===== src/rtl/i2c_bus_recover_pkg.sv =====
package i2c_bus_recover_pkg;
  typedef enum logic [1:0] {
    RS_IDLE = 2'd0,
    RS_LOW  = 2'd1,
    RS_HIGH = 2'd2
  } rcv_state_e;
endpackage


===== src/rtl/rcv_pulse_fsm.sv =====
module rcv_pulse_fsm
  import i2c_bus_recover_pkg::*;
#(
  parameter int MAX_PULSES = 8,
  localparam int CNT_W = $clog2(MAX_PULSES + 1)
) (
  input  logic clk,
  input  logic rst_n,
  input  logic tick,
  input  logic cmd,
  input  logic engine_busy,
  input  logic sda_in,
  output logic scl_oe,
  output logic active,
  output logic finish
);
  localparam logic [CNT_W-1:0] CNT_MAX = CNT_W'(MAX_PULSES);

  rcv_state_e       state;
  logic [CNT_W-1:0] pulses;
  logic             start;

  assign start  = (state == RS_IDLE) && cmd && !engine_busy;
  assign finish = (state == RS_HIGH) && tick && (sda_in || (pulses == CNT_MAX));
  assign scl_oe = (state == RS_LOW);
  assign active = (state != RS_IDLE);

  always_ff @(posedge clk or negedge rst_n) begin
    if (!rst_n) begin
      state  <= RS_IDLE;
      pulses <= '0;
    end else begin
      unique case (state)
        RS_IDLE: if (start) begin
          state  <= RS_LOW;
          pulses <= '0;
        end
        RS_LOW: if (tick) begin
          state  <= RS_HIGH;
          pulses <= pulses + 1'b1;
        end
        RS_HIGH: if (tick) begin
          state <= finish ? RS_IDLE : RS_LOW;
        end
        default: state <= RS_IDLE;
      endcase
    end
  end


  start_drive_chk: assert property (@(posedge clk) disable iff (!rst_n)
    (state == RS_IDLE && cmd && !engine_busy) |=> (scl_oe && active));

  busy_ignore_chk: assert property (@(posedge clk) disable iff (!rst_n)
    (state == RS_IDLE && cmd && engine_busy) |=> !active);

  no_restart_chk: assert property (@(posedge clk) disable iff (!rst_n)
    (active && !tick) |=> $stable(pulses));

  oe_on_tick_chk: assert property (@(posedge clk) disable iff (!rst_n)
    (active && !tick) |=> $stable(scl_oe));

  release_stop_chk: assert property (@(posedge clk) disable iff (!rst_n)
    (state == RS_HIGH && tick && sda_in) |=> !active);

  pulse_cap_chk: assert property (@(posedge clk) disable iff (!rst_n)
    active |-> (pulses <= CNT_MAX));
endmodule


===== src/rtl/rcv_done_flag.sv =====
module rcv_done_flag (
  input  logic clk,
  input  logic rst_n,
  input  logic set,
  input  logic clr,
  output logic flag
);
  always_ff @(posedge clk or negedge rst_n) begin
    if (!rst_n)    flag <= 1'b0;
    else if (set)  flag <= 1'b1;
    else if (clr)  flag <= 1'b0;
  end


  set_wins_chk: assert property (@(posedge clk) disable iff (!rst_n)
    set |=> flag);

  clear_chk: assert property (@(posedge clk) disable iff (!rst_n)
    (clr && !set) |=> !flag);

  hold_chk: assert property (@(posedge clk) disable iff (!rst_n)
    (!set && !clr) |=> $stable(flag));
endmodule


===== src/rtl/rcv_line_sense.sv =====
module rcv_line_sense #(
  parameter int LINES = 2
) (
  input  logic             clk,
  input  logic             rst_n,
  input  logic [LINES-1:0] line_in,
  output logic [LINES-1:0] line_q
);
  for (genvar g = 0; g < LINES; g++) begin : g_line
    always_ff @(posedge clk or negedge rst_n) begin
      if (!rst_n) line_q[g] <= 1'b1;
      else        line_q[g] <= line_in[g];
    end
  end


  level_follow_chk: assert property (@(posedge clk) disable iff (!rst_n)
    1'b1 |=> (line_q == $past(line_in)));
endmodule


===== src/rtl/i2c_bus_recover.sv =====
module i2c_bus_recover #(
  parameter int MAX_PULSES = 8
) (
  input  logic clk,
  input  logic rst_n,
  input  logic tick,
  input  logic recover_req,
  input  logic engine_busy,
  input  logic sda_in,
  input  logic scl_in,
  input  logic done_clr,
  output logic scl_oe,
  output logic recover_active,
  output logic done_flag,
  output logic sda_level,
  output logic scl_level
);
  logic       finish;
  logic [1:0] lines_q;

  rcv_pulse_fsm #(.MAX_PULSES(MAX_PULSES)) u_fsm (
    .clk         (clk),
    .rst_n       (rst_n),
    .tick        (tick),
    .cmd         (recover_req),
    .engine_busy (engine_busy),
    .sda_in      (sda_in),
    .scl_oe      (scl_oe),
    .active      (recover_active),
    .finish      (finish)
  );

  rcv_done_flag u_flag (
    .clk   (clk),
    .rst_n (rst_n),
    .set   (finish),
    .clr   (done_clr),
    .flag  (done_flag)
  );

  rcv_line_sense #(.LINES(2)) u_sense (
    .clk     (clk),
    .rst_n   (rst_n),
    .line_in ({scl_in, sda_in}),
    .line_q  (lines_q)
  );

  assign sda_level = lines_q[0];
  assign scl_level = lines_q[1];


  done_with_end_chk: assert property (@(posedge clk) disable iff (!rst_n)
    $fell(recover_active) |-> $rose(done_flag) || $past(done_flag));
endmodule


===== config.mk =====
export PLATFORM = sky130hd
export DESIGN_NAME = i2c_bus_recover
export DESIGN_NICKNAME = d
export VERILOG_FILES = /design/src/rtl/i2c_bus_recover_pkg.sv /design/src/rtl/rcv_pulse_fsm.sv /design/src/rtl/rcv_done_flag.sv /design/src/rtl/rcv_line_sense.sv /design/src/rtl/i2c_bus_recover.sv
export SDC_FILE = /design/constraint.sdc
export NUM_CORES = 1
export LEC_CHECK = 0
export ABC_AREA = 1
export BUFFER_PORTS_ARGS = -buffer_cell sky130_fd_sc_hd__buf_4
export CAP_MARGIN = 20
export CORE_AREA = 10 10 47 49
export CTS_BUF_LIST = sky130_fd_sc_hd__clkbuf_8
export CTS_CLUSTER_DIAMETER = 150
export DETAILED_ROUTE_END_ITERATION = 8
export DIE_AREA = 0 0 57 59
export PLACE_DENSITY_LB_ADDON = 0.15
export SYNTH_ARGS = -nofsm -noshare
export SYNTH_HDL_FRONTEND = slang
export SYNTH_SLANG_ARGS = --single-unit

===== constraint.sdc =====
create_clock -name clk -period 1.23 [get_ports clk]
set_input_delay 0.123 -clock clk [delete_from_list [all_inputs] [get_ports clk]]
set_output_delay 0.123 -clock clk [all_outputs]
set_load 0.01 [all_outputs]

# [Yosys cells after proc, flatten, opt, wreduce, memory -nomap -nowiden]
# Cells that the tools add are included.
# Widths: inputs -> output; s select.
[op_classes] n_addsub=1 mul=0 n_div=0 magnitude_cmp=0 eq_ne=6 shifts=0 n_mux=10 bitwise_logic=0 reduce_logical=12
[op_table] cell="$mux 4" n=2
[op_table] cell="$pmux 4 s2" n=1
[op_table] cell="$mux 2" n=3
[op_table] cell="$pmux 2 s3" n=1
[op_table] cell="$reduce_and 3->1" n=2
[op_table] cell="$reduce_bool 2->1" n=3
[op_table] cell="$add 4x1->4 const B" n=1
[op_table] cell="$eq 4x4->1 const B" n=1
[op_table] cell="$logic_and 1x1->1" n=4
[op_table] cell="$ne 2x2->1 const B" n=2
[op_table] cell="$mux 1" n=3
[op_table] cell="$eq 2x1->1 const B" n=1
[op_table] cell="$eq 2x2->1 const B" n=1
[op_table] cell="$logic_not 2->1" n=1
[op_table] cell="$ne 2x1->1 const B" n=1
[op_table] cell="$logic_not 1->1" n=1
[op_table] cell="$logic_or 1x1->1" n=1
[totals] regBits=9 latch_bits=0 ram_bits=0 mem_bits_ro=0 input_bits=8 output_inout_bits=5 wordCells=34 mem_count=0

# [Logic depth before layout (Yosys ltp)]
[logic_depth] word_depth=6 depth_mapped=7 depth_no_buf=7

# [Modules after synthesis]
# From an unflattened synthesis, not the netlist that was laid out.
[unflattened] cells_unflattened=55 area_unflattened_um2=454.2
[by_module_without_submodules] mod="rcv_pulse_fsm" n_inst=1 cells_per_inst=48 area_each_um2=361.6
[by_module_without_submodules] mod="rcv_line_sense" n_inst=1 cells_per_inst=2 area_each_um2=52.6
[by_module_without_submodules] mod="rcv_done_flag" n_inst=1 cells_per_inst=5 area_each_um2=40.0

# [Least setup slack after synthesis]
# No wires, ideal clock.
[synth_timing] path_kind="register to register" from="register u_fsm.pulses[0]" to="register u_fsm.state[0]" arrival_ns=0.844 t_required_ns=1.114 slack_ns=0.269 stages_incl_launch_ff=8 path_buffers=0 period_less_slack_ns=0.961 cell_sequence="dfrtp_1 > inv_1 > ha_1 > nand3b_1 > nand2_1 > nand2_1 > nand2_1 > nand2_1"
[synth_between] elab_chain_cells=6
[synth_lines] element="start, declared" line="rcv_pulse_fsm.sv:20" source="logic [CNT_W-1:0] pulses;"
[synth_lines] element="start signal, assigned" line="rcv_pulse_fsm.sv:40" source="pulses <= pulses + 1'b1;"
[synth_lines] element="$eq 4x4->1" line="rcv_pulse_fsm.sv:24" source="assign finish = (state == RS_HIGH) && tick && (sda_in || (pulses == CNT_MAX));"
[synth_lines] element="$logic_or 1x1->1" line="rcv_pulse_fsm.sv:24"
[synth_lines] element="$logic_and 1x1->1" line="rcv_pulse_fsm.sv:24"
[synth_lines] element="$mux 1" line="rcv_pulse_fsm.sv:43" source="state <= finish ? RS_IDLE : RS_LOW;"
[synth_lines] element="$mux 2" line="rcv_pulse_fsm.sv:42" source="RS_HIGH: if (tick) begin"
[synth_lines] element="$pmux 2 s3" line="rcv_pulse_fsm.sv:33" source="unique case (state)"
[synth_lines] element="end signal, assigned" line="rcv_pulse_fsm.sv:43"
[synth_lines] element="end, declared" line="rcv_pulse_fsm.sv:19" source="rcv_state_e state;"
# Every way passes these cells. The select of a mux whose other input is x is not followed.
# A chain may end at the register's enable or synchronous reset.

# [Worst setup path after layout]
[layout_timing] from="register u_fsm.state[0]" to="output port scl_oe"
[layout_between] elab_chain_cells=1
[layout_lines] element="$eq 2x1->1" line="rcv_pulse_fsm.sv:25" source="assign scl_oe = (state == RS_LOW);"
[layout_lines] element="end, declared" line="i2c_bus_recover.sv:12" source="output logic scl_oe,"
# Every way passes these cells.

==> impl_results.md <==
- Final worst path period share: 0.982
- Gp weighted congestion: 0.736
- Worst-path fanout max: 5
- Switching Fraction: 0.351
- Tot GR Track Use: 0.0713
- Synthesized Nets: 62
- First drt pass iteration count: 4
- Post-Syn Area: 444 µm²
- Dpl hpwl: 803 µm
- Hold/Removal Path Class: input pin to flip-flop
- Unique cell type count in the Yosys netlist: 14
- Reg2reg start: u_fsm.pulses[0]$_DFFE_PN0P_
- Die Y: 59 µm
- Worst Hold Launch: done_clr
- Flops & latches, synth: 9
- Vias: 379
- Syn_area_per_cell: 8.54 µm²
- I/O pin count: 13
- # DRC: 0
- RSZ-0062 raised after global routing: true
- Crit path kind: flip-flop to output port
- Rows: 14
- Final net count: 82
- WL/cell: 11.8 µm
- Combinational share of power: 0.330
- Final setup fails: 0
- Cells after synthesis: 52
- Final WL: 1030 µm
- Layout cell share with drive strength beyond 1: 0.310
- Final Power: 1.16 mW
- Clock share of power: 0.294
- Fin. Hold Viols: 0
- Pwr Density: 1840 nW/µm²
- Core ar.: 1400 µm²
- CTS tree: built
- Critical Path AT: 1.09 ns
- ANT nets after route: 0
- YS warnings: 0
- Post-CTS Setup Bufs: 0
- DR iter-0 viols: 2
- Synth top area share: 0.394
- Largest net degree at the start of global routing: 10
- Static leakage: 0.351 nW
- Register area share after synthesis: 0.513
- Worst Tran Pin Value: 0.228 ns
- Seq pwr share: 0.375
- Slew margin rel.: 0.848
- CTS H-tree depth: 1
- Vias per Instance: 4.36
- CP Data Required Time: 1.11 ns
- Vias in the first global route: 428
- Final Critical Period: 1.21 ns
- Top achievable clock speed: 828 MHz
- Yosys top cell by area: dfrtp_1
- Starting Density: 0.317
- Clk_skew: 0.00374 ns
- Clock Pin Slew Worst Setup and Hold Paths: 0.05 ns
- Number of max-cap violations: 0
- Outcome: finished, final reports clean
- Cts bufs inserted: 3
- Fin cells: 87
- Clock Path Buffers: 2
- I/O Buffers: 12
- Top cells by area, synth: dfrtp_1 39%, dfstp_2 12%, inv_1 8.5%
- Post-Place Setup Slack: 0.165 ns
- Final worst slack: 0.0219 ns
- Critical Path End Type: output port
- Pint: 753 µW
- Fillers: 155
- Placed cell count: 80
- Die width: 57 µm
- Peak VDD IR: 713 µV
- Root Buffer: clkbuf_8
- Sink Count: 9
- Antenna diodes: 0
- CTS resizes: 0
- Fin area: 629 µm²
- Psw: 407 µW
- Worst-Skew Late Latency: 0.24 ns
- Max-slew violations: 0
- First-pass GRT wire length: 1860 µm
- Startpoint Class: flip-flop
- Die area: 3360 µm²
- Layout area overhead: 41.7%
- Total gr overflow: 0
- Worst setup startpoint: u_fsm.state[0]$_DFFE_PN0P_
- Commonest non-fill, non-tap cell in the layout: buf_4
- Initial antenna violation count: 0
- Commonest non-fill, non-tap cells in the layout: 12 x buf_4, 11 x inv_1, 10 x nand2_1
- Placed Area: 554 µm²
[state kept, by name (all words and copies together) (netlist names)]
signal and cells:
u_fsm.state 2, u_fsm.pulses 4, u_sense.line_q 2, u_flag.flag 1
[metal layers]
layer / part of all wire / GRT usage / vias up
li1: - / - / 197
met1: 0.43 / 0.0797 / 172
met2: 0.51 / 0.113 / 8
met3: 0.033 / 0.0279 / 2
met4: 0.021 / 0.0403 / 0
met5: 0 / 0 / -
[layout make-up]
class                      count  area, µm²  share of cell area
tap                           16       20.0              0.0318
sequential                     9        228               0.362
clock inverter                 1       3.75             0.00596
multi-input combinational     33        179               0.284
timing repair buffer          15        120               0.191
clock buffer                   3       41.3              0.0656
inverter                      10       37.5              0.0596
[cells by family (layout without fill, tap and decap cells)]
family,Yosys count,after routing,share of synthesized area
buf+inv,10,29,0.0845
flops,9,9,0.513
compound gates,3,3,0.0338
simple gates,27,27,0.293
fa+ha+maj,2,2,0.0563
xor+xnor,1,1,0.0197
[critical path, stage by stage, from the launching register on]
cell and delay [ns]:
dfrtp_1 0.39, inv_1 0.09, nor2_2 0.20, buf_4 0.17
[cell usage after synthesis]
| master | number |
|---|---|
| dfrtp_1 | 7 |
| inv_1 | 10 |
| nor2_1 | 4 |
| ha_1 | 2 |
| o21ai_1 | 2 |
| o21ai_0 | 1 |
| xor2_1 | 1 |
| nand3_1 | 7 |
| nand2_2 | 2 |
| nand3b_1 | 1 |
| nor2_2 | 2 |
| dfstp_2 | 2 |
| nand2_1 | 10 |
| nand3_2 | 1 |
[through the flow]
stage	setup TNS [ns]	hold slack (ns)	util
2_1_floorplan	0	-0.173	-
3_3_place_gp	0	-0.0447	0.396
3_5_place_dp	0	-0.0462	0.396
4_1_cts	0	0.113	0.449
5_1_grt	-0.0618	0.138	0.449
6_report	0	0.100	0.449
[power groups by stage]
| stage | sequential (mW) | clock, mW | combinational (mW) |
|---|---|---|---|
| global route | 0.445 | 0.378 | 0.439 |
| finish | 0.436 | 0.341 | 0.383 |
| floorplan | 0.428 | 0 | 0.234 |
| global placement | 0.438 | 0 | 0.387 |
| detailed placement | 0.441 | 0 | 0.383 |
| CTS | 0.437 | 0.351 | 0.391 |
[path summary, 6_finish.rpt]
kind / to / slack (ns) / cells past startpoint
hold reg to reg: u_fsm.pulses[3]$_DFFE_PN0P_ / 0.53 / 3
setup reg to reg: u_flag.flag$_DFFE_PN0P_ / 0.19 / 6
max in group asynchronous: u_sense.line_q[1]$_DFF_PN1_ / 0.75 / 2
hold / removal: u_flag.flag$_DFFE_PN0P_ / 0.1 / 2
setup / recovery: scl_oe / 0.02 / 3
min in group asynchronous: u_fsm.pulses[2]$_DFFE_PN0P_ / 0.26 / 2
[repair_timing]
action	CTS	global route
hold buffers	3	0
setup endpoints to repair	0	2
hold endpoints to repair	11	0
Note: power is estimated with default switching activity, not from simulation.
